### src/rtl/wdog_timer.sv
module wdog_timer #(
  parameter int BASE_DIV = 4,
  parameter int N_TICKS  = 4,
  parameter int RST_DLY  = 2
) (
  input  logic        clk,
  input  logic        por_n,
  input  logic        rst_n,
  input  logic        wr_en,
  input  logic [31:0] wr_data,
  output logic [31:0] rd_data,
  output logic        wd_irq,
  output logic        wd_reset
);
  localparam int PW = $clog2(BASE_DIV * 256 + 1);
  localparam int CW = $clog2(N_TICKS * 64 + 1);
  localparam int DW = $clog2(RST_DLY + 1);

  logic [1:0]    pre_sel, iv_sel;
  logic          en, ie, rst_en, irq_flag, rst_flag, expired;
  logic [PW-1:0] pdiv, div_len;
  logic [CW-1:0] cnt, limit;
  logic [DW-1:0] dly;
  logic          tick, expire_now, fire_now;

  wire wr_restart = wr_en & (wr_data[0] | ~wr_data[7]);

  always_comb begin
    case (pre_sel)
      2'd0:    div_len = PW'(1);
      2'd1:    div_len = PW'(BASE_DIV);
      2'd2:    div_len = PW'(BASE_DIV * 8);
      default: div_len = PW'(BASE_DIV * 256);
    endcase
  end

  assign limit      = CW'(N_TICKS) << (2 * iv_sel);
  assign tick       = en & (pdiv >= div_len - PW'(1));
  assign expire_now = tick & ~expired & (cnt >= limit - CW'(1)) & ~wr_restart;
  assign fire_now   = tick & expired & rst_en & ~wd_reset
                      & (dly >= DW'(RST_DLY - 1)) & ~wr_restart;

  always_ff @(posedge clk or negedge rst_n) begin
    if (!rst_n) begin
      pre_sel <= '0;
      iv_sel  <= '0;
      en      <= 1'b0;
      ie      <= 1'b0;
      rst_en  <= 1'b0;
    end else if (wr_en) begin
      pre_sel <= wr_data[11:10];
      iv_sel  <= wr_data[5:4];
      en      <= wr_data[7];
      ie      <= wr_data[6];
      rst_en  <= wr_data[1];
    end
  end

  always_ff @(posedge clk or negedge rst_n) begin
    if (!rst_n) begin
      pdiv     <= '0;
      cnt      <= '0;
      dly      <= '0;
      expired  <= 1'b0;
      wd_reset <= 1'b0;
      irq_flag <= 1'b0;
    end else begin
      if (wr_restart) begin
        pdiv     <= '0;
        cnt      <= '0;
        dly      <= '0;
        expired  <= 1'b0;
        wd_reset <= 1'b0;
      end else if (en) begin
        pdiv <= tick ? '0 : pdiv + PW'(1);
        if (tick && !expired)
          cnt <= expire_now ? '0 : cnt + CW'(1);
        if (expire_now)
          expired <= 1'b1;
        if (tick && expired && dly < DW'(RST_DLY - 1))
          dly <= dly + DW'(1);
        if (fire_now)
          wd_reset <= 1'b1;
      end
      if (expire_now)
        irq_flag <= 1'b1;
      else if (wr_en && wr_data[3])
        irq_flag <= 1'b0;
    end
  end

  always_ff @(posedge clk or negedge por_n) begin
    if (!por_n)
      rst_flag <= 1'b0;
    else if (fire_now)
      rst_flag <= 1'b1;
    else if (wr_en && wr_data[2])
      rst_flag <= 1'b0;
  end

  assign rd_data = {20'd0, pre_sel, 2'd0, en, ie, iv_sel, irq_flag, rst_flag, rst_en, 1'b0};
  assign wd_irq  = irq_flag & ie;
endmodule

### config.mk
export PLATFORM = sky130hd
export DESIGN_NAME = wdog_timer
export DESIGN_NICKNAME = d
export VERILOG_FILES = /design/src/rtl/wdog_timer.sv
export SDC_FILE = /design/constraint.sdc
export NUM_CORES = 1
export LEC_CHECK = 0
export BUFFER_PORTS_ARGS = -buffer_cell sky130_fd_sc_hd__buf_2
export CORE_MARGIN = 8
export CORE_UTILIZATION = 45
export CTS_BUF_LIST = sky130_fd_sc_hd__clkbuf_8
export DETAILED_ROUTE_END_ITERATION = 6
export GPL_ROUTABILITY_DRIVEN = 0
export GPL_TIMING_DRIVEN = 1
export PLACE_DENSITY = 0.71
export SETUP_SLACK_MARGIN = 0.3
export SYNTH_ARGS = -nofsm -noshare
export SYNTH_HDL_FRONTEND = slang
export SYNTH_SLANG_ARGS = --single-unit
### constraint.sdc
create_clock -name clk -period 2.9 [get_ports clk]
set_clock_uncertainty 0.1 [all_clocks]
set_input_delay 0.29 -clock clk [delete_from_list [all_inputs] [get_ports clk]]
set_output_delay 0.29 -clock clk [all_outputs]
set_load 0.01 [all_outputs]
## Yosys cells after proc, flatten, opt, wreduce, memory -nomap -nowiden

Cells that the tools add are included.

- Shift-type cells: 1
- Bitwise gates (word level): 16
- Order comparisons: 4
- Equality and inequality tests: 2
- Multiplexer cells: 21
- Reductions and logical operators: 18
- $add $sub $neg: 5

Operators by type and width:

| operator | count |
|---|---|
| $mux W9 | 4 |
| $mux W11 | 3 |
| $pmux W11 S3 | 1 |
| $reduce_bool A2 Y1 | 7 |
| $add A11 B1 Y11 const B | 1 |
| $and A1 B1 Y1 | 11 |
| $ge A11 B11 Y1 | 1 |
| $sub A11 B1 Y11 const B | 1 |
| $mux W1 | 10 |
| $add A9 B1 Y9 const B | 1 |
| $ge A9 B9 Y1 | 1 |
| $shl A3 B3 Y9 const A | 1 |
| $sub A9 B1 Y9 const B | 1 |
| $reduce_and A2 Y1 | 4 |
| $mux W2 | 3 |
| $logic_and A1 B1 Y1 | 5 |
| $not A1 Y1 | 4 |
| $add A2 B1 Y2 const B | 1 |
| $eq A2 B1 Y1 const B | 1 |
| $eq A2 B2 Y1 const B | 1 |
| $ge A2 B1 Y1 const B | 1 |
| $logic_not A2 Y1 | 1 |
| $lt A2 B1 Y1 const B | 1 |
| $logic_not A1 Y1 | 1 |
| $or A1 B1 Y1 | 1 |

- Logic and storage cells: 79
- Input port bits: 36
- Output and inout bits: 34
- Bits in registers: 33

## Depth between registers and ports, before layout

- Depth in word-level cells: 13
- Depth in mapped cells: 10
- Depth with buffers taken out: 10

## Worst setup path after synthesis

OpenSTA, ideal clock, no wires.

- Path kind: reg-to-reg
- Start point: register iv_sel[1]
- End point: register cnt[4]
- Arrival: 2.299 ns
- Slack: 0.366 ns
- Period minus slack after synthesis: 2.534 ns
- Setup time: 0.134 ns
- Path buffers: 0
- Required time: 2.666 ns
- Stages on the path, launching flop included: 10
- Cells stage by stage: dfrtp_1 or2_2 ha_1 ha_1 o211ai_1 o211a_1 o21a_4 and2_4 o311ai_4 o41ai_2

- Longest elaborated chain between the ends: 9

Ends and longest elaborated chain:

| item | line | text |
|---|---|---|
| start: declaration | 19 | `logic [1:0] pre_sel, iv_sel;` |
| start signal: assignment | 52 | `iv_sel <= wr_data[5:4];` |
| $shl A3 B3 Y9 | 37 | `assign limit = CW'(N_TICKS) << (2 * iv_sel);` |
| $sub A9 B1 Y9 | 39 | `assign expire_now = tick & ~expired & (cnt >= limit - CW'(1)) & ~wr_restart;` |
| $ge A9 B9 Y1 | 39 |  |
| $and A1 B1 Y1 (2 in series) | 39 |  |
| $mux W9 | 77 | `cnt <= expire_now ? '0 : cnt + CW'(1);` |
| $mux W9 | 76 | `if (tick && !expired)` |
| $mux W9 | 74 | `end else if (en) begin` |
| $mux W9 | 68 | `if (wr_restart) begin` |
| end signal: assignment | 77 |  |
| end: declaration | 22 | `logic [CW-1:0] cnt, limit;` |

No other way between the ends. The select of a mux whose other input is x is not followed.
A chain may end at the register's enable or synchronous reset.

## Worst setup path in the final report

Ends and elaborated chain as after synthesis.

==> impl_metrics.toml <==
[worst_hold_path]
worstHoldPathType = "in2reg"
min_from = "wr_data[11]"
whs_path_depth = 3
min_to = "pre_sel[1]$_DFFE_PN0P_"

[synthesis]
ys_ff_latch = 33
synth_edf_count = 0
synth-xor-area-share_pct = 2.92
synth_common_cells = "dfrtp_1 (33), buf_4 (29), ha_1 (23), nand2_1 (23), nor2_1 (20)"
synthMuxAreaShare_pct = 3.23
synthTopCellsByArea = "dfrtp_1 (34%), ha_1 (12%), buf_4 (9.1%)"
yosys.cell_types.count = 46
async_reset_ff_share_pct = 100
synth_cells = 262
synth_area_per_cell_um2 = 9.15
yosys.area_share.simple_pct = 18.6
synth_top_family_by_area = "simple AND/OR/NAND/NOR gates"
yosysWarnings = 0
syn_area_um2 = 2400
synth_compound_area_share_pct = 17.1
synth_fa_ha_area_share_pct = 12.0
synth_top_area_share_pct = 34.4
seq_area_frac_synth_pct = 34.4
synth_most_common_cell = "dfrtp_1"
yosysTopAreaCell = "dfrtp_1"
yosys_most_used_dff = "dfrtp_1"

[floorplan]
start_util_pct = 46.7
rows = 26
die_h_um = 89.0
die_x_um = 89.0
die_area_um2 = 7920
ios = 70
core_um2 = 5140

[detailed_routing]
drtIter0Drc = 86
drc = 0
wl_um = 5200
wl_per_cell_um = 14.4
dr.pass1.iters = 4
num_vias = 1891
routed_via_density = 5.25
antenna_left = 0

[power]
p_sw_share_pct = 29.6
pwr-share-comb_pct = 19.5
total_power_mw = 1.06
leakagePower_nw = 1.23
p_per_area_nw_per_um2 = 400
p_sw_uw = 314
clockPowerShare_pct = 33.2
irDropWorstVdd_mv = 0.299
seqPwrFrac_pct = 47.3
p_int_uw = 745

[global_routing]
grt_max_degree = 33
grt_pass1_wl_um = 8350
grt_pass1_vias = 1806
grtUsageTotal_pct = 13.6
grt_antenna_before_repair = 0
grt_overflow = 0

[setup_path]
worst-r2r-setup-slack_ns = 0.44
crit_path_max_fanout = 7
critical_path_class = "reg2reg"
crit-reg2reg-launch = "iv_sel[1]$_DFFE_PN0P_"
crit_arrival_ns = 2.53
rr_worst_depth = 10
rr_endpoint = "cnt[4]$_DFFE_PN0P_"
worstPathRequired_ns = 2.96
crit_path_end_kind = "flop"
start_kind = "flop"

[timing]
final.min_clock_period_ns = 2.46
setup_tns_ns = 0
max_slew.worst_pin.slew_ns = 0.735
slew_headroom_pct = 51.0
timing.final.crit_share_pct = 85.0
finalHoldViolCount = 0
rsz0062_at_grt = "false"
whs_ns = 0.124
final_max_slew_viol_count = 0
fmax_ghz = 0.406
setup_viol = 0

[finish]
fillers = 487
nets = 349
drive_above_1_share_pct = 20.7
syn2layout_area_growth_pct = 10.5
fin_util_pct = 51.6
final_cells = 360
diodes = 0

[clock_tree]
cts_buffers = 5
cts-root-buf = "clkbuf_8"
h-tree-depth = 2
clkTransAtPathRegs_ns = 0.07
cts_tree = "yes"
clk_path_buf_depth = 2
clk_latency_ns = 0.29
clock_sinks = 33

[flow_run]
drv_cap = 0

[placed_design]
dp_cells = 348
hpwl_um = 3740
port_buffers = 24

[status]
status = "completed"
-- worst max-delay path, cell delays in order (launching register included) --
cell	delay, ns
dfrtp_1	0.39
buf_4	0.15
nand2b_4	0.15
ha_4	0.22
ha_4	0.26
o211ai_1	0.07
o211a_1	0.26
o21a_4	0.26
and2_4	0.15
o311ai_4	0.22
o41ai_2	0.11
-- cell usage in the layout, fill, tap and decap left out, types with 3 or more instances in the layout --
cell	n
dfrtp_1	33
conb_1	25
buf_2	24
nand2_1	23
ha_1	21
nor2_1	20
nand3_1	18
a21oi_1	13
inv_1	11
o21ai_1	7
nand2b_1	6
o21ai_0	6
a31oi_1	6
mux2_2	6
clkbuf_8	6
buf_4	6
xnor2_1	5
nand4_1	3
o211ai_1	3
xor2_1	3
nor3_1	3
and3_1	3
-- power by group through the flow --
stage	Combinational (mW)	Sequential (mW)	Clock, mW
2_1_floorplan	0.154	0.508	0
3_3_place_gp	0.178	0.510	0
3_5_place_dp	0.185	0.511	0
4_1_cts	0.195	0.500	0.357
5_1_grt	0.236	0.504	0.382
6_report	0.206	0.501	0.352
-- state kept, by name (all words and copies together), names as in the netlist, 2 cells and up --
name	cells
dly	2
pdiv	11
pre_sel	2
cnt	9
iv_sel	2
-- stage by stage --
step | setup WS, ns | cell area (um^2)
4_1_cts | 0.328 | 2600
5_1_grt | 0.324 | 2650
3_5_place_dp | 0.281 | 2480
6_report | 0.436 | 2650
2_1_floorplan | 0.366 | 2480
3_3_place_gp | 0.279 | 2480
-- kinds of logic after synthesis --
group | count (synthesis)
buffers and inverters | 44
adder cells (fa/ha/maj) | 23
XOR/XNOR | 8
AND/OR/NAND/NOR | 90
flip-flops | 33
other | 2
multiplexers | 7
AO/OA/AOI/OAI | 55
-- worst max path at each step --
stage | to | slack [ns] | start | depth (start not counted)
2_1_floorplan | cnt[4]$_DFFE_PN0P_ | 0.37 | iv_sel[1]$_DFFE_PN0P_ | 9
3_3_place_gp | cnt[6]$_DFFE_PN0P_ | 0.28 | iv_sel[1]$_DFFE_PN0P_ | 9
3_5_place_dp | cnt[2]$_DFFE_PN0P_ | 0.28 | iv_sel[1]$_DFFE_PN0P_ | 9
4_1_cts | cnt[4]$_DFFE_PN0P_ | 0.33 | iv_sel[1]$_DFFE_PN0P_ | 9
5_1_grt | cnt[4]$_DFFE_PN0P_ | 0.32 | iv_sel[1]$_DFFE_PN0P_ | 10
6_report | cnt[4]$_DFFE_PN0P_ | 0.44 | iv_sel[1]$_DFFE_PN0P_ | 10
-- timing repair --
action,in CTS,in global routing
endpoints found under the hold margin,33,0
setup endpoints to repair,3,6
resized for setup,0,5
hold buffers,2,0
buffers inserted,2,1
pin swaps,0,2
-- routing by layer --
layer  wire length [um]  up-vias  track usage [%]
met2               2550       50             23.0
met4                 78        0             5.44
met5                  0        -                0
met1               2320      908             16.2
li1                   -      928                -
met3                247        5             3.22
-- area by class of cell --
type                       instances  area (um^2)  share of cell area (%)
clock inverter                     1         3.75                   0.142
inverter                          10         37.5                    1.42
tap                               70         87.6                    3.31
clock buffer                       6         82.6                    3.12
timing repair buffer              32          185                    6.99
sequential                        33          826                    31.2
multi-input combinational        208         1430                    53.9
No activity file was read; power rests on OpenSTA's default activity.
